<file path="src/rtl/sync_pkg.sv">
package sync_pkg;
    typedef enum logic [1:0] {
        SRC_NEVER = 2'd0,
        SRC_PIN_A = 2'd1,
        SRC_PIN_B = 2'd2,
        SRC_SOFT  = 2'd3
    } sync_src_e;

    typedef enum logic {
        ARM_UNCFG = 1'b0,
        ARM_ARMED = 1'b1
    } arm_state_e;

    typedef enum logic {
        CP_IDLE = 1'b0,
        CP_COPY = 1'b1
    } copy_state_e;

    localparam int NUM_FUNC    = 8;
    localparam int NUM_DP      = 4;
    localparam int FN_CANCEL   = 5;
    localparam int FN_RESOURCE = 6;

    localparam int HOST_AW     = 6;
    localparam int HOST_DW     = 32;
    localparam int A_MASK      = 8;
    localparam int A_LEN       = 9;
    localparam int A_SWTRIG    = 10;
    localparam int A_RES_BASE  = 12;
    localparam int MODE_BIT    = 16;
endpackage

</file>
<file path="src/rtl/sync_edge_det.sv">
module sync_edge_det (
    input  logic clk,
    input  logic rst_n,
    input  logic pin,
    output logic rise
);
    logic [2:0] sh;

    always_ff @(posedge clk or negedge rst_n) begin
        if (!rst_n) sh <= '0;
        else        sh <= {sh[1:0], pin};
    end

    assign rise = sh[1] & ~sh[2];
endmodule

</file>
<file path="src/rtl/sync_arm.sv">
module sync_arm
    import sync_pkg::*;
#(
    parameter bit IS_DATAPATH = 1'b0
) (
    input  logic      clk,
    input  logic      rst_n,
    input  logic      cfg_we,
    input  sync_src_e cfg_src,
    input  logic      ev_a,
    input  logic      ev_b,
    input  logic      ev_sw,
    output logic      upd
);
    arm_state_e state_q, state_d;
    sync_src_e  src_q;
    logic       ev_sel, fire, cfg_ok;

    always_comb begin
        unique case (src_q)
            SRC_PIN_A: ev_sel = ev_a;
            SRC_PIN_B: ev_sel = ev_b;
            SRC_SOFT:  ev_sel = IS_DATAPATH ? 1'b0 : ev_sw;
            default:   ev_sel = 1'b0;
        endcase
    end

    assign fire   = (state_q == ARM_ARMED) && ev_sel;
    assign cfg_ok = (cfg_src != SRC_NEVER) && !(IS_DATAPATH && cfg_src == SRC_SOFT);

    always_comb begin
        state_d = state_q;
        unique case (state_q)
            ARM_UNCFG: if (cfg_we && cfg_ok) state_d = ARM_ARMED;
            ARM_ARMED: begin
                if (cfg_we)    state_d = cfg_ok ? ARM_ARMED : ARM_UNCFG;
                else if (fire) state_d = ARM_UNCFG;
            end
            default:   state_d = ARM_UNCFG;
        endcase
    end

    always_ff @(posedge clk or negedge rst_n) begin
        if (!rst_n) begin
            state_q <= ARM_UNCFG;
            src_q   <= SRC_NEVER;
        end else begin
            state_q <= state_d;
            if (cfg_we) src_q <= cfg_src;
        end
    end

    always_ff @(posedge clk or negedge rst_n) begin
        if (!rst_n) upd <= 1'b0;
        else        upd <= fire;
    end
endmodule

</file>
<file path="src/rtl/coef_copy.sv">
module coef_copy
    import sync_pkg::*;
#(
    parameter int DEPTH  = 16,
    parameter int COEF_W = 16,
    parameter int NBANK  = 8,
    localparam int AW    = $clog2(DEPTH),
    localparam int LW    = $clog2(DEPTH + 1)
) (
    input  logic              clk,
    input  logic              rst_n,
    input  logic              start,
    input  logic [LW-1:0]     len,
    input  logic [NBANK-1:0]  mask,
    input  logic              cplx,
    input  logic [COEF_W-1:0] rd_i,
    input  logic [COEF_W-1:0] rd_q,
    output logic [AW-1:0]     rd_addr,
    output logic [NBANK-1:0]  bank_we,
    output logic [AW-1:0]     bank_addr,
    output logic [COEF_W-1:0] wd_i,
    output logic [COEF_W-1:0] wd_q,
    output logic              busy
);
    copy_state_e       state_q, state_d;
    logic [LW-1:0]     cnt_q, last_q, len_eff;
    logic [NBANK-1:0]  mask_q;
    logic              cplx_q;

    assign len_eff = (len > LW'(DEPTH)) ? LW'(DEPTH) : len;

    always_comb begin
        state_d = state_q;
        unique case (state_q)
            CP_IDLE: if (start && len_eff != '0) state_d = CP_COPY;
            CP_COPY: if (cnt_q == last_q)        state_d = CP_IDLE;
            default: state_d = CP_IDLE;
        endcase
    end

    always_ff @(posedge clk or negedge rst_n) begin
        if (!rst_n) begin
            state_q <= CP_IDLE;
            cnt_q   <= '0;
            last_q  <= '0;
            mask_q  <= '0;
            cplx_q  <= 1'b0;
        end else begin
            state_q <= state_d;
            if (state_q == CP_IDLE) begin
                cnt_q  <= '0;
                last_q <= len_eff - LW'(1);
                mask_q <= mask;
                cplx_q <= cplx;
            end else begin
                cnt_q <= cnt_q + LW'(1);
            end
        end
    end

    always_comb begin
        busy      = (state_q == CP_COPY);
        rd_addr   = cnt_q[AW-1:0];
        bank_addr = cnt_q[AW-1:0];
        bank_we   = busy ? mask_q : '0;
        wd_i      = rd_i;
        wd_q      = cplx_q ? rd_q : '0;
    end
endmodule

</file>
<file path="src/rtl/sync_ctrl_top.sv">
module sync_ctrl_top
    import sync_pkg::*;
#(
    parameter int DEPTH   = 16,
    parameter int COEF_W  = 16,
    parameter int NBANK   = 8,
    parameter int NSTAGE  = 4,
    parameter int CNT_W   = 4,
    parameter int MAX_RES = 8,
    localparam int AW     = $clog2(DEPTH),
    localparam int LW     = $clog2(DEPTH + 1),
    localparam int CAP_W  = $clog2(4 * MAX_RES + 1)
) (
    input  logic                    clk,
    input  logic                    rst_n,
    input  logic                    host_we,
    input  logic [HOST_AW-1:0]      host_addr,
    input  logic [HOST_DW-1:0]      host_wdata,
    output logic                    host_stall,
    input  logic                    sync_a,
    input  logic                    sync_b,
    output logic [NUM_FUNC-1:0]     upd_strobe,
    output logic                    run_enable,
    output logic [NBANK-1:0]        bank_we,
    output logic [AW-1:0]           bank_addr,
    output logic [COEF_W-1:0]       bank_wdata_i,
    output logic [COEF_W-1:0]       bank_wdata_q,
    output logic [NSTAGE*CAP_W-1:0] peak_cap
);
    logic                ev_a, ev_b, sw_pulse, busy;
    logic [NUM_DP-1:0]   dp_done;
    logic [NBANK-1:0]    mask_q;
    logic [LW-1:0]       len_q;
    logic                cplx_q;
    logic [2*COEF_W-1:0] shadow [DEPTH];
    logic [AW-1:0]       rd_addr;
    logic                shadow_sel;

    sync_edge_det u_edge_a (.clk(clk), .rst_n(rst_n), .pin(sync_a), .rise(ev_a));
    sync_edge_det u_edge_b (.clk(clk), .rst_n(rst_n), .pin(sync_b), .rise(ev_b));

    for (genvar f = 0; f < NUM_FUNC; f++) begin : g_func
        logic cfg_we;
        assign cfg_we = host_we && (host_addr == HOST_AW'(f));
        sync_arm #(.IS_DATAPATH(f < NUM_DP)) u_arm (
            .clk     (clk),
            .rst_n   (rst_n),
            .cfg_we  (cfg_we),
            .cfg_src (sync_src_e'(host_wdata[1:0])),
            .ev_a    (ev_a),
            .ev_b    (ev_b),
            .ev_sw   (sw_pulse),
            .upd     (upd_strobe[f])
        );
    end

    always_ff @(posedge clk or negedge rst_n) begin
        if (!rst_n) begin
            sw_pulse <= 1'b0;
            dp_done  <= '0;
            mask_q   <= '0;
            len_q    <= '0;
            cplx_q   <= 1'b0;
        end else begin
            sw_pulse <= host_we && host_addr == HOST_AW'(A_SWTRIG) && host_wdata[0];
            dp_done  <= dp_done | upd_strobe[NUM_DP-1:0];
            if (host_we && host_addr == HOST_AW'(A_MASK)) mask_q <= host_wdata[NBANK-1:0];
            if (host_we && host_addr == HOST_AW'(A_LEN)) begin
                len_q  <= host_wdata[LW-1:0];
                cplx_q <= host_wdata[MODE_BIT];
            end
        end
    end

    assign run_enable = &dp_done;

    // Shadow RAM: host-written only while no copy is running
    assign shadow_sel = host_addr[HOST_AW-1];
    always_ff @(posedge clk) begin
        if (host_we && shadow_sel && !busy)
            shadow[host_addr[AW-1:0]] <= host_wdata[2*COEF_W-1:0];
    end

    coef_copy #(.DEPTH(DEPTH), .COEF_W(COEF_W), .NBANK(NBANK)) u_copy (
        .clk       (clk),
        .rst_n     (rst_n),
        .start     (upd_strobe[FN_CANCEL]),
        .len       (len_q),
        .mask      (mask_q),
        .cplx      (cplx_q),
        .rd_i      (shadow[rd_addr][COEF_W-1:0]),
        .rd_q      (shadow[rd_addr][2*COEF_W-1:COEF_W]),
        .rd_addr   (rd_addr),
        .bank_we   (bank_we),
        .bank_addr (bank_addr),
        .wd_i      (bank_wdata_i),
        .wd_q      (bank_wdata_q),
        .busy      (busy)
    );

    assign host_stall = busy;

    for (genvar s = 0; s < NSTAGE; s++) begin : g_stage
        logic [CNT_W-1:0] staged_q;
        logic [CAP_W-1:0] cap_q;
        logic [CNT_W-1:0] sat;
        assign sat = (staged_q > CNT_W'(MAX_RES)) ? CNT_W'(MAX_RES) : staged_q;
        always_ff @(posedge clk or negedge rst_n) begin
            if (!rst_n) begin
                staged_q <= '0;
                cap_q    <= '0;
            end else begin
                if (host_we && host_addr == HOST_AW'(A_RES_BASE + s))
                    staged_q <= host_wdata[CNT_W-1:0];
                if (upd_strobe[FN_RESOURCE])
                    cap_q <= CAP_W'(sat) << 2;
            end
        end
        assign peak_cap[s*CAP_W +: CAP_W] = cap_q;
    end
endmodule

</file>
<file path="config.mk">
export PLATFORM = sky130hd
export DESIGN_NAME = sync_ctrl_top
export DESIGN_NICKNAME = d
export VERILOG_FILES = /design/src/rtl/sync_pkg.sv /design/src/rtl/sync_edge_det.sv /design/src/rtl/sync_arm.sv /design/src/rtl/coef_copy.sv /design/src/rtl/sync_ctrl_top.sv
export SDC_FILE = /design/constraint.sdc
export NUM_CORES = 1
export LEC_CHECK = 0
export ABC_AREA = 1
export BUFFER_PORTS_ARGS = -buffer_cell sky130_fd_sc_hd__clkbuf_2
export CAP_MARGIN = 5
export CORE_MARGIN = 5
export CORE_UTILIZATION = 32
export DETAILED_ROUTE_END_ITERATION = 7
export HOLD_SLACK_MARGIN = 0.06
export SETUP_SLACK_MARGIN = 0.3
export SYNTH_ARGS = -nofsm -noshare
export SYNTH_HDL_FRONTEND = slang
export SYNTH_SLANG_ARGS = --single-unit
</file>
<file path="constraint.sdc">
create_clock -name clk -period 4.55 [get_ports clk]
set_input_delay 0.2275 -clock clk [delete_from_list [all_inputs] [get_ports clk]]
set_output_delay 0.2275 -clock clk [all_outputs]
set_load 0.005 [all_outputs]
</file>
==> results of run 1 <==
==> how the worst max path moves through the flow <==
stage,end,depth (start not counted),slack (ns)
after detailed placement,bank_wdata_i[13],9,1.55
after CTS,bank_wdata_i[13],9,0.89
final,bank_wdata_i[13],9,0.98
after floorplan,shadow[1][0],5,0.84
after global placement,bank_wdata_i[13],9,1.59
after global routing,bank_wdata_i[14],9,0.70
==> per-stage QoR <==
stage               worst slack (ns)  total power, uW  cell area [um2]
detailed placement              1.55             7790            27200
floorplan                      0.843             7340            25600
finish                         0.984            12800            29400
global placement                1.59             7780            27200
CTS                            0.887            12900            29400
global route                   0.699            13300            29400
==> state kept, by name, indices dropped and copies added, names as in the netlist, 3 cells and up <==
signal                count
shadow                  512
g_func.u_arm.src_q       16
u_copy.cnt_q              5
g_func.u_arm.state_q      8
dp_done                   4
g_stage.staged_q         16
len_q                     5
u_copy.last_q             5
g_stage.cap_q            16
mask_q                    8
u_copy.mask_q             8
u_edge_b.sh               3
g_func.u_arm.upd          8
u_edge_a.sh               3
==> power breakdown <==
group	leakage, uW	total (uW)	switching [uW]	internal, uW
clock network	0.00101	5140	2160	2980
logic	0.00452	1260	879	379
registers	0.00603	6420	85.1	6330
total	0.0116	12800	3130	9690
==> Yosys cell counts (all sizes together) <==
cell type and count:
nand3 208, nand2 556, a21o 3, edfxtp 512
ha 11, or2 5, nor2 178, dfrtp 109
a21oi 55, inv 218, conb 1, clkbuf 42
buf 96, clkinv 3, o22ai 1, nor3 41
xor2 2, a41oi 1, o21ai 184, a22o 12
o211ai 44, nand4 8
==> cells by family (layout without fill, tap and decap cells) <==
group,after synthesis,in the layout,synth area share (%)
buffers and inverters,359,506,6.17
AND/OR/NAND/NOR,996,996,16.0
XOR/XNOR,2,2,0.0684
AO/OA/AOI/OAI,300,300,6.52
flip-flops,621,621,70.7
other,1,9,0.0146
adder cells (fa/ha/maj),11,11,0.538
==> routing by layer <==
| layer | vias up | part of all wire (%) | GRT usage [%] |
|---|---|---|---|
| li1 | 7956 | - | - |
| met1 | 8077 | 44 | 20.5 |
| met3 | 94 | 6.3 | 2.75 |
| met5 | - | 0 | 0 |
| met2 | 527 | 47 | 24.4 |
| met4 | 0 | 2.3 | 4.43 |
==> area by class of cell <==
cell class	instances	area, um2	area share, %
Multi-Input combinational cell	1317	6030	20.5
Sequential cell	621	18100	61.6
Clock buffer	85	1810	6.14
Inverter	221	838	2.85
Clock inverter	31	236	0.804
Tap cell	1050	1310	4.46
Timing Repair Buffer	169	1080	3.68
Antenna cell	1	2.50	0.00850
==> run_results.csv, run 1 <==
group,metric,value,unit
status,outcome,"completed",
power,ir_drop,0.000266,V
clock_network,postCtsSetupBuffers,0,
sta,fin_skew,0.0276,ns
sta,fin_crit_sh,78.4,%
routing,drc,0,
floorplanning,coreArea,0.0791,mm2
clock_network,worstSkewPairLatency,0.59,ns
yosys,yosysTopAreaCell,"edfxtp_1",
yosys,yosys_register_bits,621,
sta,hold_viol_final,0,
power,leakage,0.0116,uW
flow_run,drv_cap,0,
routing,totalWireLength,65.7,mm
routing,first_iter_violations,1367,
sta,finalSetupViolations,0,
global_routing,grtUsageTotal,14.9,%
critical_path,path_buf_inv,2,
clock_network,cts.reportedPaths.clkPinSlew,0.06,ns
critical_path,cp_cell_sequence,"buf_4 > nand2_1 > nor2_1 > nor3_1 > nand2_1 > nand2_1 > nand2_1 > nand2_1 > clkbuf_2",
critical_path,worstReg2RegEnd,"u_copy.cnt_q[3]",
yosys,syn_area,0.0256,mm2
clock_network,holdBufCountCts,22,
sta,worst_pin_slew,1.08,ns
place,dp_cells,3356,
critical_path,path_class,"reg -> out",
clock_network,cts_tree,"built",
yosys,synth_top_cell_area_share,60.1,%
floorplanning,die_h,293,um
global_routing,grt-ovfl-total,0,
global_routing,grt_pass1_vias,16000,
critical_path,cp_top_family,"simple AND/OR/NAND/NOR gates",
power,power.density,435,mW/mm2
clock_network,cts_max_path_buffers,3,
sta,finalCriticalPeriod,3.57,ns
final_layout,syn_to_final_growth,15.0,%
floorplanning,die_width,293,um
sta,timing.fmax,280,MHz
place,io_buffers,112,
routing,post_drt_wl_per_cell,18.8,um
critical_path,path_common_cell,"nand2_1",
place,dpl.hpwl,34.6,mm
final_layout,instances_no_fill,3495,
critical_path,r2r_slack,1.72,ns
global_routing,grt_start_max_net_pins,107,
sta,slew_violations,0,
critical_path,cp-end-kind,"output port",
critical_path,critPathMaxFanout,106,
clock_network,cts.htree.levels,3,
sta,holdWs,0.0801,ns
global_routing,antenna_found_initial,2,
yosys,synth_area_leaders,"edfxtp_1, dfrtp_1, nand2_1",
routing,viasPerCell,4.77,
worst_hold_path,whs_endpoint,"shadow[12][25]",
critical_path,cp.arrival,3.34,ns
final_layout,layout_commonest_cell,"nand2_1",
worst_hold_path,hp-start,"host_wdata[25]",
critical_path,r2r_cells,5,
yosys,ys_seq_area_share,70.7,%
worst_hold_path,min_path_type,"in -> reg",
critical_path,r2r-start,"u_copy.cnt_q[0]",
critical_path,critPathLaunch,"u_copy.cnt_q[0]",
yosys,yosysWarnings,0,
final_layout,postLayoutCoreUtil,37.2,%
yosys,synth.distinct_cells,28,
sta,rsz0062_at_grt,"no",
routing,dr.pass1.iters,5,
floorplanning,top_level_ports,121,
critical_path,required,4.32,ns
floorplanning,rows,103,
final_layout,drive_gt1_share,11.0,%
final_layout,fillCellCount,7670,
floorplanning,start_util,32.4,%
sta,relSlewSlack,27.6,%
final_layout,fin_nets,2450,
floorplanning,dieArea,0.0858,mm2
yosys,avgSynthCellArea,11.2,um2
final_layout,layout_common_cells,"nand2_1, edfxtp_1, inv_1, nand3_1, nor2_1",
clock_network,ctsResizeCount,0,
routing,vias,16700,
clock_network,clock_sink_count,621,
worst_hold_path,holdPathStages,1,
clock_network,numCtsBuffers,66,
place,gp_congestion,0.739,
critical_path,worst_setup_path_start_kind,"flip-flop",
routing,final_antenna_net_count,0,
critical_path,crit_slowest_cell,"buf_4",
sta,fin_setup_tns,0,ns
clock_network,cts-root-buf,"clkbuf_16",
global_routing,grt_pass1_wl,99.3,mm
yosys,syn-instance-count,2290,
critical_path,slowest_delay,0.80,ns
Note: power is estimated with default switching activity, not from simulation.
==> run 2, diff against run 1 <==
Settings changed: ABC_AREA 1 to 0.
Clock period 4.55 ns to 3.1 ns, I/O delays scaled along.
==> run_results.csv, run 2 <==
group,metric,value,unit
final_layout,layout_commonest_cell,"edfxtp_1",
routing,first_iter_violations,912,
status,outcome,"completed",
sta,slew_violations,0,
critical_path,critPathMaxFanout,18,
critical_path,path_class,"reg -> out",
yosys,yosysWarnings,0,
routing,final_antenna_net_count,0,
clock_network,cts.htree.levels,2,
floorplanning,top_level_ports,121,
routing,dr.pass1.iters,5,
routing,post_drt_wl_per_cell,22.5,um
clock_network,cts-root-buf,"clkbuf_16",
routing,viasPerCell,4.96,
clock_network,numCtsBuffers,61,
final_layout,syn_to_final_growth,18.5,%
critical_path,required,2.94,ns
routing,drc,0,
sta,fin_setup_tns,0,ns
sta,fin_ws,0.398,ns
power,power.density,635,mW/mm2
final_layout,layout_common_cells,"edfxtp_1, clkbuf_2, dfrtp_1, mux2i_1, clkbuf_16",
place,dp_cells,2417,
sta,hold_viol_final,0,
power,p_clk_share,40.5,%
yosys,ys_seq_area_share,74.0,%
clock_network,worstSkewPairLatency,0.61,ns
clock_network,cts_max_path_buffers,3,
clock_network,cts.reportedPaths.clkPinSlew,0.06,ns
final_layout,postLayoutCoreUtil,38.2,%
power,leakage,0.00986,uW
floorplanning,start_util,32.3,%
sta,finalSetupViolations,0,
global_routing,grtUsageTotal,13.8,%
power,ir_drop,0.000428,V
yosys,synthFlopType,"edfxtp_1",
critical_path,cp.arrival,2.55,ns
sta,fin_skew,0.0164,ns
yosys,yosysTopAreaCell,"edfxtp_1",
clock_network,cts_tree,"built",
global_routing,grt_start_max_net_pins,60,
yosys,async_flop_share,17.6,%
routing,vias,12800,
yosys,synth_edf_count,512,
global_routing,grt_pass1_vias,13400,
final_layout,fin_nets,1607,
critical_path,worst_setup_path_start_kind,"flip-flop",
critical_path,crit_slowest_cell,"nor2_2",
power,swShare,21.7,%
floorplanning,rows,101,
final_layout,fillCellCount,6982,
critical_path,cp_cell_sequence,"nor2_2 > a22oi_1 > nand3_1 > o21ai_0 > clkbuf_2",
sta,fin_crit_sh,87.2,%
flow_run,drv_cap,0,
power,netSwitchingPower,4000,uW
yosys,synth.most_common_cell,"edfxtp_1",
global_routing,grt-ovfl-total,0,
power,comb_power_share,8.3,%
power,intPower,14400,uW
yosys,yosys_register_bits,621,
critical_path,slowest_delay,0.67,ns
yosys,syn-instance-count,1352,
place,post-place-ws,0.636,ns
worst_hold_path,min_path_type,"in -> async",
floorplanning,dieArea,0.0821,mm2
final_layout,instances_no_fill,2580,
yosys,syn_area,0.0245,mm2
yosys,synth.distinct_cells,51,
routing,totalWireLength,58.1,mm
final_layout,largest_reg_flops,512,
final_layout,n_antenna_cell,0,
yosys,synth_area_leaders,"edfxtp_1, dfrtp_1, mux4_2",
sta,finalCriticalPeriod,2.70,ns
yosys,synthTopCellsByCount,"edfxtp_1, dfrtp_1, mux2i_1, mux4_2",
power,power,18400,uW
power,seq_power_share,51.3,%
clock_network,clock_sink_count,621,
yosys,avgSynthCellArea,18.1,um2
place,io_buffers,112,
global_routing,antenna_found_initial,0,
critical_path,cp-end-kind,"output port",
floorplanning,die_width,286,um
floorplanning,coreArea,0.0758,mm2
sta,relSlewSlack,43.2,%
sta,timing.fmax,370,MHz
sta,rsz0062_at_grt,"yes",
sta,worst_pin_slew,0.853,ns
place,gp_congestion,0.730,
yosys,synth_top_cell_area_share,62.9,%
place,dpl.hpwl,32.9,mm
floorplanning,die_h,286,um
final_layout,drive_gt1_share,26.0,%
global_routing,grt_pass1_wl,86.4,mm
## run 2: cell types whose count changed after synthesis, moves of 100 or more
cell,previous run,this run
nand2_1,556,60
inv_1,217,24
nand3_1,208,7
mux2i_1,0,100
nor2_1,178,25
o21ai_0,173,60
## run 2: kinds of logic after synthesis
family,share of synthesized area [%]
adder cells (fa/ha/maj),0.563
buffers and inverters,2.53
multiplexers,13.3
other,0.0153
XOR/XNOR,0.358
AND/OR/NAND/NOR,4.33
AO/OA/AOI/OAI,4.94
flip-flops,74.0
## run 2: final cells by class
type	count	area [um2]	share of cell area, %
multi-input combinational	634	5910	20.4
clock buffer	81	1710	5.88
tap	978	1220	4.22
clock inverter	31	317	1.09
inverter	24	90.1	0.311
timing repair buffer	211	1620	5.59
sequential	621	18100	62.5
## run 2: repair_timing
| action | CTS | global route |
|---|---|---|
| gates cloned | 0 | 1 |
| hold endpoints to repair | 548 | 0 |
| buffers inserted | 10 | 2 |
| endpoints found under the setup margin | 28 | 13 |
| gates resized for setup | 5 | 7 |
| hold buffers | 38 | 0 |
## run 2: routing by layer
metal  GRT usage (%)  share of wire (%)
met3            2.28                5.0
met1            19.2                 45
met4            3.27                1.5
met5               0                  0
met2            22.9                 49
## run 2: final timing paths
kind | end | slack, ns | depth (start not counted) | start
max reg2reg | shadow[12][21] | 0.91 | 4 | u_copy.busy
min reg2reg | u_edge_b.sh[1] | 0.35 | 0 | u_edge_b.sh[0]
max in group asynchronous | u_copy.cnt_q[1] | 2.17 | 3 | rst_n
min in group clk | shadow[10][2] | 0.10 | 1 | host_wdata[2]
max | bank_wdata_q[9] | 0.40 | 5 | u_copy.cnt_q[2]
min | u_copy.mask_q[6] | 0.1 | 2 | rst_n
## run 2: worst max-delay path, delay by kind of cell, from the launching register on
| family | cells | cell delay, ns |
|---|---|---|
| simple gates | 2 | 0.82 |
| compound gates | 2 | 0.33 |
| flops | 1 | 0.61 |
| buf+inv | 1 | 0.15 |
## run 2: through the flow
| stage | hold slack (ns) | instance area [um2] |
|---|---|---|
| after global routing | 0.107 | 29000 |
| after detailed placement | 0.224 | 26400 |
| final | 0.0995 | 29000 |
| after floorplan | -0.141 | 24500 |
| after global placement | 0.215 | 26400 |
| after CTS | 0.0644 | 28900 |
## run 2: power groups by stage
stage | Combinational, uW | Sequential (uW) | Clock, uW
global route | 1670 | 9470 | 7960
global placement | 1370 | 9630 | 0
finish | 1520 | 9440 | 7450
detailed placement | 1410 | 9650 | 0
CTS | 1530 | 9450 | 7630
floorplan | 959 | 9560 | 0
